[config.mk]
export PLATFORM = sky130hd
export DESIGN_NAME = msi_remap_dispatch
export DESIGN_NICKNAME = d
export VERILOG_FILES = /design/src/rtl/msi_remap_dispatch.sv
export SDC_FILE = /design/constraint.sdc
export NUM_CORES = 1
export LEC_CHECK = 0
export BUFFER_PORTS_ARGS = -buffer_cell sky130_fd_sc_hd__buf_2
export CORE_AREA = 2 2 217 219
export CTS_CLUSTER_SIZE = 20
export DETAILED_ROUTE_END_ITERATION = 12
export DIE_AREA = 0 0 219 221
export PLACE_DENSITY = 0.48
export SLEW_MARGIN = 20
export SYNTH_ARGS = -nofsm -noshare
export SYNTH_HDL_FRONTEND = slang
export SYNTH_SLANG_ARGS = --single-unit
[constraint.sdc]
create_clock -name clk -period 4.28 [get_ports clk]
set_clock_uncertainty 0.15 [all_clocks]
set_input_delay 1.07 -clock clk [delete_from_list [all_inputs] [get_ports clk]]
set_output_delay 1.07 -clock clk [all_outputs]
set_load 0.01 [all_outputs]
[src/rtl/msi_remap_dispatch.sv]
module msi_remap_dispatch #(
  parameter logic [15:0] INVALID_SID = 16'hFFFF,
  parameter logic [15:0] IOAPIC_SID  = 16'h00A0
) (
  input  logic        clk,
  input  logic        rst_n,
  input  logic        req_valid,
  input  logic [63:0] req_addr,
  input  logic [31:0] req_data,
  input  logic [15:0] req_sid,
  input  logic        table_on,
  input  logic        remap_cap,
  input  logic [63:0] dte_w0,
  input  logic [63:0] dte_w1,
  input  logic [63:0] dte_w2,
  input  logic [63:0] dte_w3,
  output logic [15:0] lookup_sid,
  output logic        res_valid,
  output logic [1:0]  res_kind,
  output logic [1:0]  res_err,
  output logic [63:0] pass_addr,
  output logic [31:0] pass_data,
  output logic        remap_valid,
  output logic [15:0] remap_sid,
  output logic [44:0] remap_root,
  output logic [10:0] remap_index
);

  localparam logic [1:0] K_PASS  = 2'd0;
  localparam logic [1:0] K_REMAP = 2'd1;
  localparam logic [1:0] K_ABORT = 2'd2;
  localparam logic [1:0] K_ERROR = 2'd3;

  logic [2:0] mode;
  logic [1:0] ctl;
  logic       dmode;
  logic       gated;
  logic [1:0] kind;
  logic       unused_bits;

  assign lookup_sid = (req_sid == INVALID_SID) ? IOAPIC_SID : req_sid;
  assign mode  = req_data[10:8];
  assign ctl   = dte_w2[61:60];
  assign dmode = req_addr[2];
  assign gated = table_on && dte_w2[0];

  assign unused_bits = ^{dte_w0, dte_w1, dte_w2[63:62], dte_w2[59:51], dte_w2[5:1],
                         dte_w3[63:59], dte_w3[55:0], req_data[31:11]};

  always_comb begin
    kind = K_PASS;
    if (!gated)
      kind = K_PASS;
    else if (!remap_cap || (req_addr[63:32] != 32'd0))
      kind = K_ERROR;
    else begin
      case (mode)
        3'd0, 3'd1: begin
          case (ctl)
            2'd0:    kind = K_ABORT;
            2'd1:    kind = K_PASS;
            2'd2:    kind = K_REMAP;
            default: kind = K_ERROR;
          endcase
        end
        3'd4:    kind = (!dmode && dte_w3[58]) ? K_PASS : K_ERROR;
        3'd5:    kind = (!dmode && dte_w3[56]) ? K_PASS : K_ERROR;
        3'd7:    kind = (!dmode && dte_w3[57]) ? K_PASS : K_ERROR;
        default: kind = K_ERROR;
      endcase
    end
  end

  always_ff @(posedge clk or negedge rst_n) begin
    if (!rst_n) begin
      res_valid   <= 1'b0;
      remap_valid <= 1'b0;
      res_kind    <= K_PASS;
      res_err     <= 2'd0;
      pass_addr   <= 64'd0;
      pass_data   <= 32'd0;
      remap_sid   <= 16'd0;
      remap_root  <= 45'd0;
      remap_index <= 11'd0;
    end else begin
      res_valid   <= req_valid;
      remap_valid <= req_valid && (kind == K_REMAP);
      if (req_valid) begin
        res_kind    <= kind;
        res_err     <= (kind == K_ERROR) ? 2'd1 : (kind == K_ABORT) ? 2'd3 : 2'd0;
        pass_addr   <= req_addr;
        pass_data   <= req_data;
        remap_sid   <= lookup_sid;
        remap_root  <= dte_w2[50:6];
        remap_index <= req_data[10:0];
      end
    end
  end

endmodule

* Word-level counts from Yosys, hierarchy flattened
Cells that the tools add are included.
Storage, ports and cells: register bits 174
Cells by class: eq/ne operators 10, mux-type cells 10, reduce and logical (&&, ||, !) cells 12
Operator list (count):
- $reduce_bool A32 Y1 | 1
- $eq A16 B16 Y1 const B | 1
- $mux W16 | 1
- $mux W2 | 7
- $eq A3 B3 Y1 const B | 3
- $pmux W2 S4 | 1
- $eq A2 B2 Y1 const B | 3
- $pmux W2 S3 | 1
- $logic_and A1 B1 Y1 | 5
- $eq A2 B1 Y1 const B | 2
- $eq A3 B1 Y1 const B | 1
- $logic_not A3 Y1 | 1
- $logic_not A1 Y1 | 2
- $logic_not A2 Y1 | 1
- $reduce_or A2 Y1 | 1
- $logic_or A1 B1 Y1 | 1

* Depth between registers and ports, before layout
Gate-level depths: netlist of the first run.
depth after elaboration 9, depth in mapped cells 6, gate-level depth less buffers 6

* Least setup slack after synthesis of the first run
Ideal clock, no wire load.
kind input-to-output, start point input req_sid[14], end point output lookup_sid[10], arrival time 1.880 ns, data required time 3.060 ns, setup slack 1.180 ns, stages on the path 4, cell sequence nand4_1 -> nor4_2 -> buf_4 -> nor2b_1
Between the ends: word-level cells in the longest chain between the ends 2
RTL lines:
- from (decl) | RTL line 10 | input logic [15:0] req_sid,
- $eq A16 B16 Y1 | RTL line 41 | assign lookup_sid = (req_sid == INVALID_SID) ? IOAPIC_SID : req_sid;
- $mux W16 | RTL line 41
- to (decl) | RTL line 17 | output logic [15:0] lookup_sid,
Every way passes these cells.

* Worst setup path in the final report of the first run
start point input req_sid[9], end point output lookup_sid[15]
The elaborated chain is that of the path after synthesis.

==> run metrics, run 1 <==
worst min path class reg2reg; yosys warns 0; Routability Congestion 0.727; GRT Overall Usage 0.0857; Critical Path RT 3.06 ns; Pint 2920 uW; die area 0.0484 mm2; Post-synth EDFFs 0; clk buf depth 2; post-cts hold buffer count 0; HPWL Detailed 15.8 mm; setup violators final 0; max cap viols 0; placed insts 1,349; Final Hold Vio Count 0; Tcrit/Tclk final 0.810; I/O Pins 563; Simple-Gate Fraction of Synth Area 0.0496; FP Rows 79; Critical Path Start Type primary input; WL/cell 14.9 um; crit path kind in2out; RSZ-0062 raised after global routing no; worst-margin pin slew 0.638 ns; die height 221 um; htree depth 4; effective utilization at floorplan 0.140; slowest cell on the critical path nor4_2; Psw 1060 uW; vias 4,744; post-synthesis mux area share 0.276; IO Port Bufs 357; Seq/Total Area, Yosys 0.634; Logic pwr share 0.157; TritonCTS Buffers 17; worst vdd ir 0.000267 V; Slew Limit Headroom 0.575; power per cell area 420 mW/mm2; worst hold path depth 1; crit path capture type output port; post-route ant nets 0; Post-Synth Adder-Cell Area 0.00389; Post-synth top flop dfrtp_1; FMAX 0.288 GHz; XOR/XNOR share of the synthesized area 0; Area after DPL 0.00889 mm2; largest net degree at the start of global routing 76; Worst-Skew Late Latency 0.45 ns; final core utilization 0.206; Lkg Pwr 0.00439 uW; post-CTS resize count 0; vias in the first global route 5,015; synth top area cells dfrtp_1 (63%), mux2_2 (27%), nor2b_1 (1.7%), buf_4 (1.4%), buf_2 (1.1%); WL final 20.6 mm; Seq cells post-synth 163; first-pass GRT wire length 29.9 mm; CTS clk-pin slew, worst paths 0.06 ns; Synth Instances 410; syn_nets 785; # DRC 0; Remaining Overflow, GRT 0; initial antenna violation count 2; slowest stage delay, CP 0.48 ns; Mapped Area 0.00644 mm2; Async SR Flop Fraction 1.00; pre-CTS WS 0.816 ns; Final #Nets 1,136; main combinational cell family by area after synthesis multiplexers; compound-gate portion of the synthesized area 0.00719; most used cell, CP buf_2; max-slew violation count 0; switching part of the total power 0.267; Setup WS post-layout 0.811 ns; Flop pwr share 0.444; outcome finished, final reports clean; area leader, netlist dfrtp_1; Final Critical Period 3.47 ns; worst reg-to-reg path cell count 3; Layout Cell Area excl Fill 0.00949 mm2; clk root buf clkbuf_16; Via-to-Cell Ratio 3.43; TritonCTS clock tree built; area fraction of the dominant cell type after synthesis 0.634; drt first pass iters 4; DR iter-0 viols 123; worst path cell trace buf_2 > nand4_1 > nor4_2 > buf_4 > nor2b_1 > buf_2; Clock Sink Count 163; synth-to-layout area growth 47.4%; Yosys cell types 26; mean post-synth cell area 15.7 um2; final std cells w/o fill 1,382; share of layout cells above drive strength 1 0.718; Die W 219 um; Clk pwr share 0.399; crit-path max FO 10; CORE AREA 0.0461 mm2; WP data arrival 2.25 ns; setup TNS 0 ns; post-CTS setup repair buffer count 0
final timing paths:
path	endpoint	slack [ns]	from
min in group asynchronous	pass_addr[6]	0.36	rst_n
worst max-delay path	lookup_sid[15]	0.81	req_sid[9]
max in group asynchronous	remap_sid[1]	2.79	rst_n
worst max register to register	res_kind[0]	2.89	res_kind[0]
worst min-delay path	pass_addr[12]	0.35	pass_addr[12]
worst min register to register	pass_addr[12]	0.35	pass_addr[12]
final cells by class:
type / count / area [um2]
clock buffers: 20 / 437
multi-input cells: 213 / 2170
inverters: 2 / 7.51
well taps: 607 / 759
fillers: 5039 / 36600
flip-flops and latches: 163 / 4080
repair buffers: 364 / 1880
clock inverters: 12 / 156
diodes: 1 / 2.50
worst max-delay path: cells and delay by family:
kind          cells  cell delay [ns]
buf+inv           3             0.50
simple gates      3             0.68
kinds of logic after synthesis:
| group | count (synthesis) |
|---|---|
| DFF | 163 |
| muxes | 158 |
| and+or+nand+nor | 47 |
| buffers and inverters | 34 |
| AOI/OAI and AO/OA | 6 |
| adders and majority gates | 2 |
metal layers:
metal | up-vias | wire [um] | track usage | share of wire
li1 | 2151 | - | - | -
met1 | 2297 | 8490 | 0.0962 | 0.41
met2 | 266 | 9120 | 0.130 | 0.44
met3 | 28 | 2400 | 0.0445 | 0.12
met4 | 2 | 563 | 0.0473 | 0.027
met5 | - | 13 | 0 | 0.00063
cells in the final DEF (no fill, tap or decap), types with 3 or more instances in the layout:
cell type   count
bufinv_16       3
clkbuf_1        3
buf_4           5
clkinvlp_4      4
mux2_2        157
o22a_1          3
nor4_2          4
dfrtp_1       163
or4_1           3
nor2_1          3
nand4_1         6
nor4_1          4
clkbuf_16      17
buf_2         355
nor2b_1        18
Yosys cell counts (all sizes together) (2+ instances only):
cell type	number
dfrtp	163
inv	2
ha	2
nand4	6
or4	3
clkbuf	4
nor3	2
nor2b	18
nor4	8
nand2	2
o22a	3
mux2	157
buf	28
nor2	3
power groups by stage:
stage                     sequential, uW  clock [uW]  combinational, uW
after CTS                           1770        1680                644
after global placement              1790           0                643
after global routing                1790        1730                686
final                               1770        1590                626
after floorplan                     1870           0                222
after detailed placement            1800           0                643
stage by stage:
stage	hold WS [ns]	power, uW
after detailed placement	0.340	2440
after floorplan	0.401	2090
after global routing	0.357	4210
after CTS	0.321	4100
after global placement	0.336	2430
final	0.351	3990
flip-flops by register name, summed over array words and instances (netlist names):
signal,cells
res_valid,1
remap_sid,16
pass_data,32
res_kind,2
remap_valid,1
pass_addr,64
res_err,2
remap_root,45
No activity file was read; power rests on OpenSTA's default activity.
==> run 2, diff against run 1 <==
- ABC_AREA: not set -> 1
- CORE_AREA: 2 2 217 219 -> 2 2 220 222
- DIE_AREA: 0 0 219 221 -> 0 0 222 224
- clock period: 4.28 -> 3.4 ns (I/O delays scaled with it)
==> run 2 against run 1 <==
Global-route usage rose by 1.3 points. Largest cell class unchanged. Clock power rose by 35%. Flip-flop and latch count did not move. Critical endpoint is now lookup_sid[6].
==> run metrics, run 2 <==
post-route ant nets 0 (unchanged); Pint 3680 uW (+26%); DR iter-0 viols 217 (+76%); r2r startpoint pass_data[6]; worst path cell trace buf_2 > nand4_1 > nor2_1 > nand2_1 > inv_2 > buf_12 > nor2_4 > buf_2; Top Metal Used met5; max reg flops 64 (unchanged); Worst-Skew Late Latency 0.46 ns (about the same); mean post-synth cell area 8.43 um2 (-46%); Critical Path RT 2.40 ns (-0.66 ns); R2R Path End pass_data[6]; die height 224 um (+1.4%); worst min path class in2async; FP Rows 80 (+1.3%); post-CTS setup repair buffer count 0 (unchanged); Most flops, register pass_addr; crit-path max FO 8 (-2); met3 wire len 2.32 mm (-3.5%); CORE AREA 0.0473 mm2 (+2.8%); setup TNS 0 ns (unchanged); most frequent cells in the layout nand2_1 (494), buf_2 (355), dfrtp_1 (163), nor2_1 (27), inv_1 (22); Critical Path Start Type primary input; cell family with most CP delay buffers and inverters; slowest cell on the critical path inv_2; Yosys cell types 20 (-23%); Final #Nets 1,503 (+32%); Logic pwr share 0.148 (-0.009); Area after DPL 0.00910 mm2 (+2.3%); CP Launch Point req_sid[15]; Seq cells post-synth 163 (unchanged); Post-synth EDFFs 0 (unchanged); metal1 wirelength 10.4 mm (+23%); share of layout cells above drive strength 1 0.362 (-0.356); GRT Overall Usage 0.0991 (+0.0134); n_diodes 0 (-1); Mapped Area 0.00667 mm2 (+3.6%); vias in the first global route 6,295 (+26%); largest net degree at the start of global routing 156 (+110%); # DRC 0 (unchanged); synth cell count leaders nand2_1 (494), dfrtp_1 (163), buf_2 (28), nor2_1 (27), inv_1 (22); WP data arrival 1.95 ns (-0.30 ns); worst vdd ir 0.000248 V (-7.2%); Clock Sink Count 163 (unchanged); setup violators final 0 (unchanged); drt first pass iters 5 (+1); Psw 1420 uW (+33%); Seq/Total Area, Yosys 0.612 (-0.0221); RSZ-0062 raised after global routing no; WL/cell 13.6 um (-8.6%); synth top area cells dfrtp_1 (61%), nand2_1 (28%), buf_2 (2.1%), nor2_4 (1.7%), nor2_1 (1.5%); max-slew violation count 0 (unchanged); Final Critical Period 2.95 ns; I/O Pins 563 (unchanged); crit path kind in2out; WL final 23.9 mm (+16%); worst reg-to-reg path cell count 2 (-1); Layout Cell Area excl Fill 0.00973 mm2 (+2.6%); pre-CTS WS 0.344 ns (-0.472 ns); switching part of the total power 0.278 (+0.0114); TritonCTS Buffers 17 (unchanged); vias 6,232 (+31%); most used cell, CP buf_2; clk buf depth 2 (unchanged); worst reg2reg setup slack 2.58 ns (-0.31 ns); yosys warns 0 (unchanged); Slew Limit Headroom 0.379 (-0.195); clk root buf clkbuf_16; power per cell area 523 mW/mm2 (+25%); CTS clk-pin slew, worst paths 0.07 ns (about the same); slowest stage delay, CP 0.21 ns (-0.27 ns); IO Port Bufs 357 (unchanged); Final Power 5090 uW (+28%); Routability Congestion 0.780 (+7.3%); worst-margin pin slew 0.931 ns (+0.294 ns); Die W 222 um (+1.4%); Setup WS post-layout 0.445 ns (-0.366 ns); most common cell after layout, fill and taps aside nand2_1; post-CTS resize count 0 (unchanged); Flop pwr share 0.432 (-0.012); initial antenna violation count 3 (+1); crit path capture type output port; area leader, netlist dfrtp_1; most numerous cell in the Yosys netlist nand2_1; met2 wire len 10.3 mm (+13%); max cap viols 0 (unchanged); Via-to-Cell Ratio 3.55 (+3.4%); first-pass GRT wire length 36.7 mm (+23%); Post-synth top flop dfrtp_1; synth-to-layout area growth 45.9%; area fraction of the dominant cell type after synthesis 0.612 (-0.0221); Lkg Pwr 0.00550 uW (+26%); Synth Instances 791 (+93%); outcome finished, final reports clean; Tcrit/Tclk final 0.869; Final Hold Vio Count 0 (unchanged); top flop regs pass_addr x64, remap_root x45, pass_data x32; FILL cells 5,330 (+5.8%); effective utilization at floorplan 0.141 (+0.00113); Async SR Flop Fraction 1.00 (unchanged); post-cts hold buffer count 0 (unchanged); syn_nets 1,166 (+49%); htree depth 4 (unchanged); die area 0.0497 mm2 (+2.7%); Reg area 0.00408 mm2 (unchanged); FMAX 0.338 GHz; WP buf/inv 4 (+1); Remaining Overflow, GRT 0 (unchanged); TritonCTS clock tree built; placed insts 1,724 (+28%); final std cells w/o fill 1,756 (+27%); footprint of the multi-input gates 0.00222 mm2 (+2.3%); HPWL Detailed 17.5 mm (+11%); Clk pwr share 0.420 (+0.021)
## run 2: cell type report
cell class              instances  area share
clock inverters                12      0.0185
inverters                      25      0.0102
repair buffers                367       0.199
well taps                     615      0.0790
flip-flops and latches        163       0.419
clock buffers                  20      0.0469
multi-input cells             554       0.228
## run 2: layer usage
metal  vias to the layer above  track usage
li1                       3030            -
met1                      2849        0.120
met2                       310        0.148
met3                        39       0.0404
met4                         4       0.0588
met5                         -            0
## run 2: power groups by stage
stage / Combinational, uW / Sequential, uW / Clock [uW]
3_5_place_dp: 779 / 2230 / 0
4_1_cts: 777 / 2200 / 2240
3_3_place_gp: 774 / 2230 / 0
5_1_grt: 850 / 2220 / 2290
2_1_floorplan: 260 / 2310 / 0
6_report: 756 / 2200 / 2140
## run 2: worst max-delay path by stage
| stage | endpoint | depth (start not counted) | slack [ns] |
|---|---|---|---|
| floorplan | lookup_sid[10] | 6 | 1.0 |
| global placement | lookup_sid[11] | 8 | 0.33 |
| detailed placement | lookup_sid[11] | 8 | 0.34 |
| CTS | lookup_sid[11] | 8 | 0.34 |
| global route | lookup_sid[11] | 8 | 0.29 |
| finish | lookup_sid[6] | 8 | 0.45 |
## run 2: cells by family after synthesis
logic type	Yosys count	share of synthesized area
DFF	163	0.612
and+or+nand+nor	547	0.325
adders and majority gates	2	0.00375
buffers and inverters	74	0.0561
AOI/OAI and AO/OA	5	0.00413
## run 2: stage by stage
step,hold WS [ns],util
finish,0.223,0.206
floorplan,0.359,-
global route,0.253,0.206
global placement,0.300,0.192
detailed placement,0.304,0.192
CTS,0.195,0.206
==> run 3, diff against run 2 <==
- CORE_AREA: 2 2 220 222 -> 2 2 218 220
- DIE_AREA: 0 0 222 224 -> 0 0 220 222
- clock period: 3.4 -> 3.6 ns (I/O delays scaled with it)
==> run 3 against run 2 <==
Cell count is 0.46% lower. Design area is 0.13% higher. Worst hold slack worse by 0.032 ns. Clock power is 7% lower. Clock-buffer cell count stayed put. Routed wire length is 3.4% lower. Worst setup slack better by 0.033 ns. Global-route usage is 0.33 points lower. Register-to-register slack better by 0.21 ns. Combinational power is 5.0% lower. Sequential power is 6% lower. Critical path type unchanged. Highest routed layer is now met4.
==> run metrics, run 3 (same netlist as run 2, synthesis figures left out) <==
Pint 3470 uW (-5.5%); WHS 0.191 ns (-0.0319 ns); vias in the first global route 6,259 (-0.57%); I/O Pins 563 (unchanged); worst-margin pin slew 0.803 ns (-0.129 ns); first-pass GRT wire length 35.1 mm (-4.4%); worst vdd ir 0.000343 V (+38%); Critical Path RT 2.55 ns (+0.15 ns); Routability Congestion 0.914 (+17%); post-route ant nets 0 (unchanged); IO Port Bufs 357 (unchanged); # DRC 0 (unchanged); outcome finished, final reports clean; GRT Overall Usage 0.0957 (-0.00333); CORE AREA 0.0463 mm2 (-2.3%); worst path cell trace buf_2 > nand4_1 > nor2_1 > nand2_1 > inv_2 > nor2_1 > buf_2; Critical Path Start Type primary input; largest net degree at the start of global routing 156 (unchanged); Final #Nets 1,503 (unchanged); effective utilization at floorplan 0.144 (+0.00331); Logic pwr share 0.150 (+0.002); WP buf/inv 3 (-1); Final Hold Vio Count 0 (unchanged); clk root buf clkbuf_16; Die W 220 um (-0.90%); initial antenna violation count 0 (-3); WP data arrival 2.07 ns (+0.12 ns); placed insts 1,716 (-0.46%); FILL cells 5,210 (-2.3%); Slew Limit Headroom 0.465 (+0.0858); CTS clk-pin slew, worst paths 0.06 ns (about the same); top flop regs pass_addr x64, remap_root x45, pass_data x32; r2r startpoint pass_addr[2]; worst reg-to-reg path cell count 2 (unchanged); R2R Path End pass_addr[2]; max reg flops 64 (unchanged); crit path capture type output port; post-CTS resize count 0 (unchanged); power per cell area 491 mW/mm2 (-6.1%); Most flops, register pass_addr; share of layout cells above drive strength 1 0.361 (-0.000560); final core utilization 0.211 (+0.00510); die height 222 um (-0.89%); final std cells w/o fill 1,748 (-0.46%); Lkg Pwr 0.00551 uW (about the same); FP Rows 79 (-1.3%); RSZ-0062 raised after global routing no; vias 6,162 (-1.1%); worst reg2reg setup slack 2.79 ns (+0.21 ns); TritonCTS Buffers 17 (unchanged); slowest stage delay, CP 0.29 ns (+0.08 ns); post-CTS setup repair buffer count 0 (unchanged); HPWL Detailed 17.4 mm (-0.82%); Tcrit/Tclk final 0.867; Remaining Overflow, GRT 0 (unchanged); slowest cell on the critical path inv_2; Via-to-Cell Ratio 3.53 (-0.67%); DR iter-0 viols 244 (+12%); drt first pass iters 4 (-1); switching part of the total power 0.275 (-0.00368); Flop pwr share 0.433 (about the same); htree depth 4 (unchanged); Clock Sink Count 163 (unchanged); WL final 23.1 mm (-3.4%); setup TNS 0 ns (unchanged); Clk pwr share 0.417 (-0.003); most common cell after layout, fill and taps aside nand2_1; crit-path max FO 10 (+2); cell family with most CP delay buffers and inverters; most frequent cells in the layout nand2_1 (494), buf_2 (355), dfrtp_1 (163), nor2_1 (27), inv_1 (22); die area 0.0488 mm2 (-1.8%); FMAX 0.320 GHz; crit path kind in2out; worst min path class in2async; post-cts hold buffer count 0 (unchanged); synth-to-layout area growth 46.1%; WL/cell 13.2 um (-2.9%); setup violators final 0 (unchanged); clk buf depth 2 (unchanged); TritonCTS clock tree built; max cap viols 0 (unchanged); Psw 1320 uW (-7.2%); Final Critical Period 3.12 ns; max-slew violation count 0 (unchanged); Worst-Skew Late Latency 0.46 ns (about the same)
-- run 3: cell types whose count changed in the layout (fill, tap and decap cells not counted) --
cell,previous run,this run
diode_2,0,1
buf_12,5,7
inv_4,0,1
clkinv_4,4,3
clkinvlp_4,2,3
buf_4,6,4
clkinv_2,2,0
-- run 3: how the worst max path moves through the flow --
stage | from | end | slack (ns) | depth (start not counted)
2_1_floorplan | req_sid[14] | lookup_sid[10] | 1.10 | 6
3_5_place_dp | req_sid[13] | lookup_sid[15] | 0.46 | 7
5_1_grt | req_sid[13] | lookup_sid[3] | 0.45 | 8
3_3_place_gp | req_sid[13] | lookup_sid[15] | 0.48 | 7
6_report | req_sid[13] | lookup_sid[15] | 0.48 | 7
4_1_cts | req_sid[13] | lookup_sid[15] | 0.46 | 7
-- run 3: through the flow --
step | area, um2 | worst slack (ns) | power (uW)
4_1_cts | 9740 | 0.457 | 4890
2_1_floorplan | 6670 | 1.10 | 2430
3_3_place_gp | 9110 | 0.479 | 2840
5_1_grt | 9740 | 0.445 | 5050
6_report | 9750 | 0.478 | 4790
3_5_place_dp | 9110 | 0.460 | 2840
-- run 3: power groups by stage --
| stage | Sequential (uW) | Clock, uW | Combinational, uW |
|---|---|---|---|
| global route | 2100 | 2140 | 810 |
| floorplan | 2190 | 0 | 246 |
| detailed placement | 2100 | 0 | 740 |
| CTS | 2070 | 2080 | 739 |
| finish | 2070 | 2000 | 718 |
| global placement | 2100 | 0 | 738 |
-- run 3: per-layer routing --
layer | routed length, um | part of all wire | GRT usage
met1 | 9830 | 0.43 | 0.111
met2 | 10400 | 0.45 | 0.152
met3 | 2250 | 0.097 | 0.0380
met4 | 607 | 0.026 | 0.0485
met5 | 0 | 0 | 0
-- run 3: worst register-to-register path: cells and delay by family, from the launching register on --
family	cells	cell delay [ns]
AO/OA/AOI/OAI	1	0.08
AND/OR/NAND/NOR	1	0.06
flip-flops	1	0.38
-- run 3: final cells by class --
class | instances | area [um2] | share of cell area
flip-flops and latches | 163 | 4080 | 0.418
diodes | 1 | 2.50 | 0.000257
clock buffers | 20 | 457 | 0.0469
well taps | 607 | 759 | 0.0779
inverters | 25 | 96.3 | 0.00988
multi-input cells | 554 | 2220 | 0.227
clock inverters | 11 | 178 | 0.0182
repair buffers | 367 | 1960 | 0.201
